===== config.mk =====
export PLATFORM = sky130hd
export DESIGN_NAME = daq_irq_dma_gate
export DESIGN_NICKNAME = d
export VERILOG_FILES = /design/src/rtl/daq_gate_pkg.sv /design/src/rtl/daq_src_latch.sv /design/src/rtl/daq_dma_chan.sv /design/src/rtl/daq_irq_dma_gate.sv
export SDC_FILE = /design/constraint.sdc
export NUM_CORES = 1
export LEC_CHECK = 0
export ABC_AREA = 1
export CAP_MARGIN = 40
export CORE_ASPECT_RATIO = 1.25
export CORE_MARGIN = 1
export CORE_UTILIZATION = 35
export DETAILED_ROUTE_END_ITERATION = 10
export DONT_BUFFER_PORTS = 1
export PLACE_DENSITY = 0.51
export SYNTH_ARGS = -nofsm -noshare
export SYNTH_HDL_FRONTEND = slang
export SYNTH_SLANG_ARGS = --single-unit

===== constraint.sdc =====
create_clock -name clk -period 0.86 [get_ports clk]
set_input_delay 0.129 -clock clk [delete_from_list [all_inputs] [get_ports clk]]
set_output_delay 0.129 -clock clk [all_outputs]
set_load 0.05 [all_outputs]

===== src/rtl/daq_gate_pkg.sv =====
package daq_gate_pkg;
  localparam int CTL_W     = 16;
  localparam int BIT_TC    = 12;
  localparam int BIT_DAC   = 11;
  localparam int BIT_DAQ   = 10;
  localparam int BIT_IO    = 9;
  localparam int BIT_DMA0  = 8;
  localparam int BIT_DMA1  = 7;
  localparam int N_SRC     = 3;
  localparam int N_CH      = 2;
  localparam int N_EV      = 2;
  localparam int N_CLR     = 2;

  // Bits of the control word that are kept; all others read back as zero.
  function automatic logic [CTL_W-1:0] ctl_keep_mask();
    logic [CTL_W-1:0] m;
    m = '0;
    m[BIT_TC]   = 1'b1;
    m[BIT_DAC]  = 1'b1;
    m[BIT_DAQ]  = 1'b1;
    m[BIT_IO]   = 1'b1;
    m[BIT_DMA0] = 1'b1;
    m[BIT_DMA1] = 1'b1;
    return m;
  endfunction

  // Set-dominant latch update.
  function automatic logic latch_next(logic q, logic set, logic clr);
    return set | (q & ~clr);
  endfunction
endpackage


===== src/rtl/daq_src_latch.sv =====
module daq_src_latch
  import daq_gate_pkg::*;
#(
  parameter int EV_W  = N_EV,
  parameter int CLR_W = N_CLR
) (
  input  logic             clk,
  input  logic             rst,
  input  logic             en,
  input  logic [EV_W-1:0]  ev,
  input  logic [CLR_W-1:0] clr,
  output logic             set_o,
  output logic             clr_o,
  output logic             pend
);
  assign set_o = en & (|ev);
  assign clr_o = |clr;

  always_ff @(posedge clk) begin
    if (rst) pend <= 1'b0;
    else     pend <= latch_next(pend, set_o, clr_o);
  end
endmodule


===== src/rtl/daq_dma_chan.sv =====
module daq_dma_chan (
  input  logic clk,
  input  logic rst,
  input  logic en,
  input  logic ev_conv,
  input  logic ev_tmr,
  input  logic ack,
  output logic req
);
  logic req_q;
  logic owed_q;
  logic ev_any;

  assign ev_any = ev_conv | ev_tmr;

  always_ff @(posedge clk) begin
    if (rst || !en) begin
      req_q  <= 1'b0;
      owed_q <= 1'b0;
    end else if (req_q && ack) begin
      req_q  <= 1'b0;
      owed_q <= ev_any;
    end else if (ev_any || owed_q) begin
      req_q  <= 1'b1;
      owed_q <= 1'b0;
    end
  end

  assign req = req_q & en;
endmodule


===== src/rtl/daq_irq_dma_gate.sv =====
module daq_irq_dma_gate
  import daq_gate_pkg::*;
(
  input  logic             clk,
  input  logic             rst,
  input  logic             ctl_we,
  input  logic [CTL_W-1:0] ctl_wdata,
  output logic [CTL_W-1:0] ctl_q,
  input  logic             ev_tc_a,
  input  logic             ev_tc_b,
  input  logic             ev_dac_done,
  input  logic             ev_dac_err,
  input  logic             ev_daq_done,
  input  logic             ev_daq_err,
  input  logic [N_CH-1:0]  ev_conv,
  input  logic [N_CH-1:0]  ev_tmr,
  input  logic             clr_tc,
  input  logic             clr_timer,
  input  logic             clr_dac,
  input  logic             clr_daq,
  input  logic [N_CH-1:0]  dma_ack,
  output logic [N_CH-1:0]  dma_req,
  output logic             irq,
  output logic [N_SRC-1:0] pend_status
);
  localparam logic [CTL_W-1:0] KEEP = ctl_keep_mask();

  logic [CTL_W-1:0] ctl_r;
  logic [N_SRC-1:0] src_en;
  logic [N_SRC-1:0] src_set;
  logic [N_SRC-1:0] src_clr_any;
  logic [N_SRC-1:0] src_pend;
  logic [N_CH-1:0]  ch_en;
  logic [N_EV-1:0]  src_ev  [N_SRC];
  logic [N_CLR-1:0] src_clr [N_SRC];

  always_ff @(posedge clk) begin
    if (rst)         ctl_r <= '0;
    else if (ctl_we) ctl_r <= ctl_wdata & KEEP;
  end
  assign ctl_q = ctl_r;

  assign src_en = {ctl_r[BIT_DAQ], ctl_r[BIT_DAC], ctl_r[BIT_TC]};
  assign ch_en  = {ctl_r[BIT_DMA1], ctl_r[BIT_DMA0]};

  // Source routing: 0 terminal count, 1 output sequence, 2 acquisition.
  assign src_ev[0]  = {ev_tc_b, ev_tc_a};
  assign src_ev[1]  = {ev_dac_err, ev_dac_done};
  assign src_ev[2]  = {ev_daq_err, ev_daq_done};
  assign src_clr[0] = {1'b0, clr_tc};
  assign src_clr[1] = {clr_dac, clr_timer};
  assign src_clr[2] = {1'b0, clr_daq};

  for (genvar s = 0; s < N_SRC; s++) begin : g_src
    daq_src_latch #(.EV_W(N_EV), .CLR_W(N_CLR)) u_latch (
      .clk  (clk),
      .rst  (rst),
      .en   (src_en[s]),
      .ev   (src_ev[s]),
      .clr  (src_clr[s]),
      .set_o(src_set[s]),
      .clr_o(src_clr_any[s]),
      .pend (src_pend[s])
    );
  end

  for (genvar c = 0; c < N_CH; c++) begin : g_ch
    daq_dma_chan u_chan (
      .clk    (clk),
      .rst    (rst),
      .en     (ch_en[c]),
      .ev_conv(ev_conv[c]),
      .ev_tmr (ev_tmr[c]),
      .ack    (dma_ack[c]),
      .req    (dma_req[c])
    );
  end

  assign irq         = |(src_pend & src_en);
  assign pend_status = src_pend;
endmodule


-- Word-level counts from Yosys, hierarchy flattened
Index checks and enable logic that the tools add are counted.
- register bits after elaboration: 13
- bits of input ports: 35
- word-level logic and storage cells: 46
- multiplexer cells: 4
- bitwise gates (word level): 17
- reductions and logical operators: 17
- operator list (operator ; count):
    $reduce_or 2->1 ; 6
    $and 1x1->1 ; 8
    $or 1x1->1 ; 5
    $logic_or 1x1->1 ; 4
    $mux 1 ; 4
    $reduce_bool 2->1 ; 2
    $and 3x3->3 ; 1
    $not 1->1 ; 3
    $reduce_or 3->1 ; 1
    $logic_and 1x1->1 ; 2
    $logic_not 1->1 ; 2

-- Longest topological paths before layout
Gate-level depths: netlist of the first run.
- word-level depth: 4
- depth in mapped cells: 4
- depth with buffers taken out: 4

-- Modules after synthesis
A second synthesis of the first run with hierarchy kept.
- cells, all modules: 110
- area total of the unflattened synthesis: 701.9 µm²
- modules (own cells, without submodules) (module ; instances ; cells an instance ; area each (µm²) ; seq. area each (µm²)):
    daq_irq_dma_gate ; 1 ; 53 ; 342.8 ; 120.1
    daq_dma_chan ; 2 ; 18 ; 102.6 ; 40.0
    daq_src_latch ; 3 ; 7 ; 51.3 ; 20.0

-- Worst setup path before layout of the first run
Ideal clock, no wire load.
- path type: register -> output
- start point: register ctl_r[11], in the netlist ctl_q[11]
- end point: output irq
- arrival: 0.776 ns
- setup slack: -0.045 ns
- stages on the path, launching flop included: 3
- buffers on the path: 0
- cell sequence: dfxtp_1 nand2_1 nand3_1
- word-level cells in the longest chain between the ends: 2
- ends and longest elaborated chain (item ; line ; text):
    from (decl) ; daq_irq_dma_gate.sv:28 ; logic [CTL_W-1:0] ctl_r;
    from (signal assigned) ; daq_irq_dma_gate.sv:39 ; else if (ctl_we) ctl_r <= ctl_wdata & KEEP;
    $and 3x3->3 ; daq_irq_dma_gate.sv:79 ; assign irq = |(src_pend & src_en);
    $reduce_or 3->1 ; daq_irq_dma_gate.sv:79 ;
    to (decl) ; daq_irq_dma_gate.sv:23 ; output logic irq,
No other way between the ends.

-- Worst setup path after layout of the first run
Ends and elaborated chain as after synthesis.

==> results of run 1 <==
## layer usage
| metal | vias to the layer above | GRT usage | wire (µm) |
|---|---|---|---|
| li1 | 272 | - | - |
| met1 | 238 | 0.134 | 457 |
| met2 | 24 | 0.254 | 700 |
| met3 | 2 | 0.0450 | 69 |
| met4 | 0 | 0.0833 | 10 |
| met5 | - | 0 | 0 |
## flip-flops by register name (all words and copies together), names as in the netlist
name and flops:
g_src.u_latch.pend 3, g_ch.u_chan.req_q 2, g_ch.u_chan.owed_q 2, ctl_q 6
## power by group
group,switching (mW),leakage [nW],internal (mW)
logic,0.261,0.281,0.127
registers,0.0416,0.113,0.631
clock network,0.177,0.0150,0.179
total,0.480,0.409,0.937
## timing repair
item                                    CTS  global route
hold endpoints to repair                  8             0
pin swaps                                 3             2
setup buffers                             1             0
endpoints found under the setup margin   12            12
hold buffers                              6             0
resized for setup                        31             9
## cell type report
| type | count | area (µm²) | area share |
|---|---|---|---|
| clock buffer | 4 | 26.3 | 0.0297 |
| inverter | 7 | 26.3 | 0.0297 |
| multi-input combinational | 57 | 280 | 0.316 |
| sequential | 13 | 289 | 0.326 |
| tap | 19 | 23.8 | 0.0268 |
| timing repair buffer | 18 | 240 | 0.271 |
## cells by family (layout without fill, tap and decap cells)
logic type,count (synthesis),count (layout),share of synthesized area
buf+inv,27,29,0.272
other cells,1,10,0.00579
flops,13,13,0.402
compound gates,15,15,0.116
simple gates,32,32,0.205
## worst paths after layout
kind         depth (start not counted)                     to  slack, ns             startpoint
max                                  2                    irq      -0.14              ctl_q[11]
min                                  3   g_ch[1].u_chan.req_q       0.01                    rst
max reg2reg                          3  g_ch[1].u_chan.owed_q       0.08               ctl_q[7]
min reg2reg                          2   g_ch[1].u_chan.req_q       0.47  g_ch[1].u_chan.owed_q
## layout by cell type, fill, tap and decap left out, drive strengths merged
cell type    Yosys  final
nand3            2      2
conb             1     10
nand2           12     12
a21oi            6      6
nor2            16     16
clkbuf           0      4
inv              7      7
buf             20     12
o21ai            9      9
dfxtp           13     13
dlygate4sd3      0      6
nor3             1      1
nor3b            1      1
## worst reg2reg max path: stages, from the launching register on
cell     delay (ns)
dfxtp_4        0.37
inv_1          0.05
nor2_1         0.12
nor3b_2        0.18
## cell usage after synthesis
cell / instances
buf_4: 20
nor2_1: 16
dfxtp_1: 13
nand2_1: 12
o21ai_0: 8
a21oi_1: 6
inv_1: 5
inv_2: 2
nand3_1: 2
conb_1: 1
nor3_1: 1
nor3b_2: 1
o21ai_1: 1
## stage by stage
step | power (mW) | util | cell area (µm²) | TNS [ns] | hold slack, ns
after floorplan | 0.999 | - | 688 | 0 | 0.198
after global placement | 0.997 | 0.391 | 682 | 0 | 0.201
after detailed placement | 1.00 | 0.391 | 682 | 0 | 0.204
after CTS | 1.44 | 0.492 | 858 | -1.10 | 0.000454
after global routing | 1.51 | 0.508 | 886 | -1.42 | 0.00189
final | 1.42 | 0.508 | 886 | -0.913 | 0.0128
==> metrics.csv, run 1 <==
metric,value,unit
outcome,finished with violations,
failing checks,negative setup slack,
Die Area,0.00203,mm²
Place WS,0.0629,ns
Worst Path Required,0.73,ns
unique cell type count in the Yosys netlist,13,
Yosys top cell area share,0.402,
drt wl/cell,10.5,µm
Clk Tree Root Cell,clkbuf_4,
period utilization,1.17,
vias per cell,4.54,
WS Path Type,flop to primary output,
Pre-antenna DRT Iters,2,
Worst Skew,0.000157,ns
clk_lat worst skew,0.26,ns
Synth warnings,0,
Crit path largest cell delay,0.37,ns
Placement Rows,17,
Max VDD drop,0.00102,V
"Max FO, Critical Path",4,
crit start category,flop,
Port Buf Inserts,0,
# DRC,0,
slowest CP cell,dfxtp_4,
clk sink count,13,
die height,50.1,µm
DPL Wire Length,881,µm
CP endpoint kind,primary output,
Vias,536,
Routability Congestion,0.596,
Placed Cells,107,
largest net degree at the start of global routing,9,
first-pass GRT wire length,1940,µm
fillers,189,
Critical path buffers and inverters,0,
final setup fails,12,
worst hold path class,input port to flop,
Num CTS Buffers,3,
Die W,40.5,µm
TritonCTS clock tree,built,
GR Overflow Total,0,
most area-hungry cell type in the Yosys netlist,dfxtp_1,
largest cells by area after synthesis,"dfxtp_1 (40%), buf_4 (23%), nor2_1 (9.3%), nand2_1 (6.9%), o21ai_0 (6.2%)",
"flops & latches, synth",13,
Nets,135,
Post-Route WL,1240,µm
Worst-path clk slew,0.07,ns
Pwr Density,1600,mW/mm²
syn avg cell area,7.37,µm²
# Max-Cap Violations,0,
Final ANT Viol Nets,0,
Max clock buf depth,2,
max-slew violations,0,
Syn Std Cell Area,648,µm²
final hold viol count,0,
"critical path, cell by cell",nand2_4 -> nand3_4,
sequential share of the synthesized area,0.402,
crit path DAT,0.87,ns
antenna violations before repair,0,
core box area,0.00174,mm²
area grow syn2layout,36.7,%
Initial Util,0.372,
GRT Total Usage,0.145,
fraction of layout cells with a size suffix above 1,0.374,
H-tree Lvls,1,
top cell family by delay on the critical path,flip-flops,
Final min period,1.00,ns
io pins,57,
"non-filler cells, final",118,
First DRT Iteration DRCs,9,
unrepaired setup endpoints after global routing,yes,
Cells after Synth,88,
vias in the first global route,488,
leak pwr,0.409,nW
Antenna Cells,0,
Worst Slack Setup Final,-0.144,ns
maximum clock rate,996,MHz
No activity file was read; power rests on OpenSTA's default activity.
==> inputs of run 2 (changes only) <==
- CELL_PAD_IN_SITES_DETAIL_PLACEMENT: not set -> 0
- CELL_PAD_IN_SITES_GLOBAL_PLACEMENT: not set -> 1
- PLACE_DENSITY: 0.51 -> 0.72
==> metrics.csv, run 2 (synthesized netlist as in run 1, its figures left out) <==
metric,value,unit,change
"critical path, cell by cell",nand2_2 -> inv_2 -> buf_12,,was nand2_4 -> nand3_4
Max Used Layer,met3,,was met4
Initial Util,0.372,,unchanged
WL met2,690,µm,was 700 µm
io pins,57,,unchanged
internal power,0.952,mW,was 0.937 mW
core box area,0.00174,mm²,unchanged
clk sink count,13,,unchanged
unrepaired setup endpoints after global routing,yes,,unchanged
crit start category,flop,,unchanged
Vias,554,,was 536
vias per cell,4.47,,was 4.54
Routed met3 length,93,µm,was 69 µm
"Max FO, Critical Path",3,,was 4
fillers,165,,was 189
drt wl/cell,9.96,µm,was 10.5 µm
sequential fraction of design power,0.463,,was 0.475
sw power,0.494,mW,was 0.480 mW
Max VDD drop,0.000787,V,was 0.00102 V
antenna violations before repair,0,,unchanged
Nets,141,,was 135
Placed Cells,111,,was 107
vias in the first global route,482,,was 488
most frequent cells in the layout,"nor2_1 (15), conb_1 (10), dfxtp_2 (9)",,"was nor2_1 (16), conb_1 (10), o21ai_0 (8)"
max reg flops,6,,unchanged
maximum clock rate,998,MHz,was 996 MHz
Worst Slack Setup Final,-0.142,ns,was -0.144 ns
clk_lat worst skew,0.27,ns,was 0.26 ns
Num CTS Buffers,3,,unchanged
Clock power frac,0.249,,was 0.252
# DRC,0,,unchanged
"commonest non-fill, non-tap cell in the layout",nor2_1,,unchanged
max-slew violations,0,,unchanged
Antenna Cells,0,,unchanged
die height,50.1,µm,unchanged
Final ANT Viol Nets,0,,unchanged
Die Area,0.00203,mm²,unchanged
sw frac,0.342,,was 0.339
TritonCTS clock tree,built,,unchanged
"non-filler cells, final",124,,was 118
Pre-antenna DRT Iters,4,,was 2
fraction of layout cells with a size suffix above 1,0.419,,was 0.374
WS Path Type,flop to primary output,,unchanged
Place WS,0.0504,ns,was 0.0629 ns
WL met1,451,µm,was 457 µm
GRT Total Usage,0.124,,was 0.145
H-tree Lvls,1,,unchanged
final core utilization,0.525,,was 0.508
slowest CP cell,dfxtp_4,,unchanged
Worst-path clk slew,0.08,ns,was 0.07 ns
first-pass GRT wire length,1670,µm,was 1940 µm
# Max-Cap Violations,0,,unchanged
largest net degree at the start of global routing,9,,unchanged
final hold viol count,0,,unchanged
Pwr Density,1580,mW/mm²,was 1600 mW/mm²
Final min period,1.00,ns,about the same
First DRT Iteration DRCs,11,,was 9
failing checks,negative setup slack,,unchanged
crit path DAT,0.87,ns,about the same
Clk Tree Root Cell,clkbuf_4,,unchanged
Worst Path Required,0.73,ns,about the same
leak pwr,0.425,nW,was 0.409 nW
worst hold path class,input port to flop,,unchanged
DPL Wire Length,929,µm,was 881 µm
Die W,40.5,µm,unchanged
outcome,finished with violations,,unchanged
CP endpoint kind,primary output,,unchanged
GR Overflow Total,0,,unchanged
Comb pwr share,0.288,,was 0.274
final setup fails,12,,unchanged
period utilization,1.17,,about the same
Worst Skew,0.00486,ns,was 0.000157 ns
Crit path largest cell delay,0.37,ns,about the same
Max clock buf depth,2,,unchanged
Placement Rows,17,,unchanged
Port Buf Inserts,0,,unchanged
Routability Congestion,0.683,,was 0.596
area grow syn2layout,41.3,%,was 36.7%
Post-Route WL,1240,µm,about the same
run 2: worst max-delay path, delay by kind of cell, from the launching register on:
kind | cells | cell delay [ns]
flops | 1 | 0.37
buf+inv | 2 | 0.19
simple gates | 1 | 0.05
run 2: path summary, 6_finish.rpt:
path                                            start                     to  slack, ns  depth (start not counted)
worst min-delay path                          clr_daq  g_src[2].u_latch.pend       0.01                          3
worst min register to register  g_ch[1].u_chan.owed_q   g_ch[1].u_chan.req_q       0.50                          2
worst max register to register               ctl_q[8]               ctl_q[8]       0.06                          3
worst max-delay path                         ctl_q[8]             dma_req[0]      -0.14                          3
run 2: final cells by class:
class / instances / area (µm²) / area share
clock buffers: 3 / 22.5 / 0.0246
flip-flops and latches: 13 / 279 / 0.305
repair buffers: 24 / 287 / 0.313
well taps: 19 / 23.8 / 0.0260
clock inverters: 1 / 5.00 / 0.00546
multi-input cells: 57 / 273 / 0.298
inverters: 7 / 26.3 / 0.0287
run 2: routing by layer:
metal,GRT usage,up-vias
met1,0.0927,242
met3,0.0360,0
met5,0,-
li1,-,282
met2,0.241,30
met4,0.0667,0
run 2: power groups by stage:
stage	Sequential [mW]	Combinational [mW]	Clock (mW)
after global routing	0.675	0.441	0.404
after CTS	0.671	0.408	0.390
after global placement	0.668	0.346	0
after floorplan	0.678	0.321	0
final	0.669	0.417	0.360
after detailed placement	0.671	0.350	0
run 2: timing repair:
| item | CTS | global route |
|---|---|---|
| pin swaps | 2 | 0 |
| buffers inserted | 2 | 0 |
| setup endpoints to repair | 12 | 14 |
| endpoints found under the hold margin | 10 | 0 |
| hold buffers | 7 | 0 |
| resized for setup | 27 | 8 |
run 2: metrics by stage:
stage	power, mW	TNS (ns)	area, µm²	hold WS (ns)
2_1_floorplan	0.999	0	688	0.198
3_3_place_gp	1.01	0	712	0.199
3_5_place_dp	1.02	0	712	0.202
4_1_cts	1.47	-1.15	892	0.000220
5_1_grt	1.52	-1.32	916	0.0232
6_report	1.45	-0.839	916	0.0138
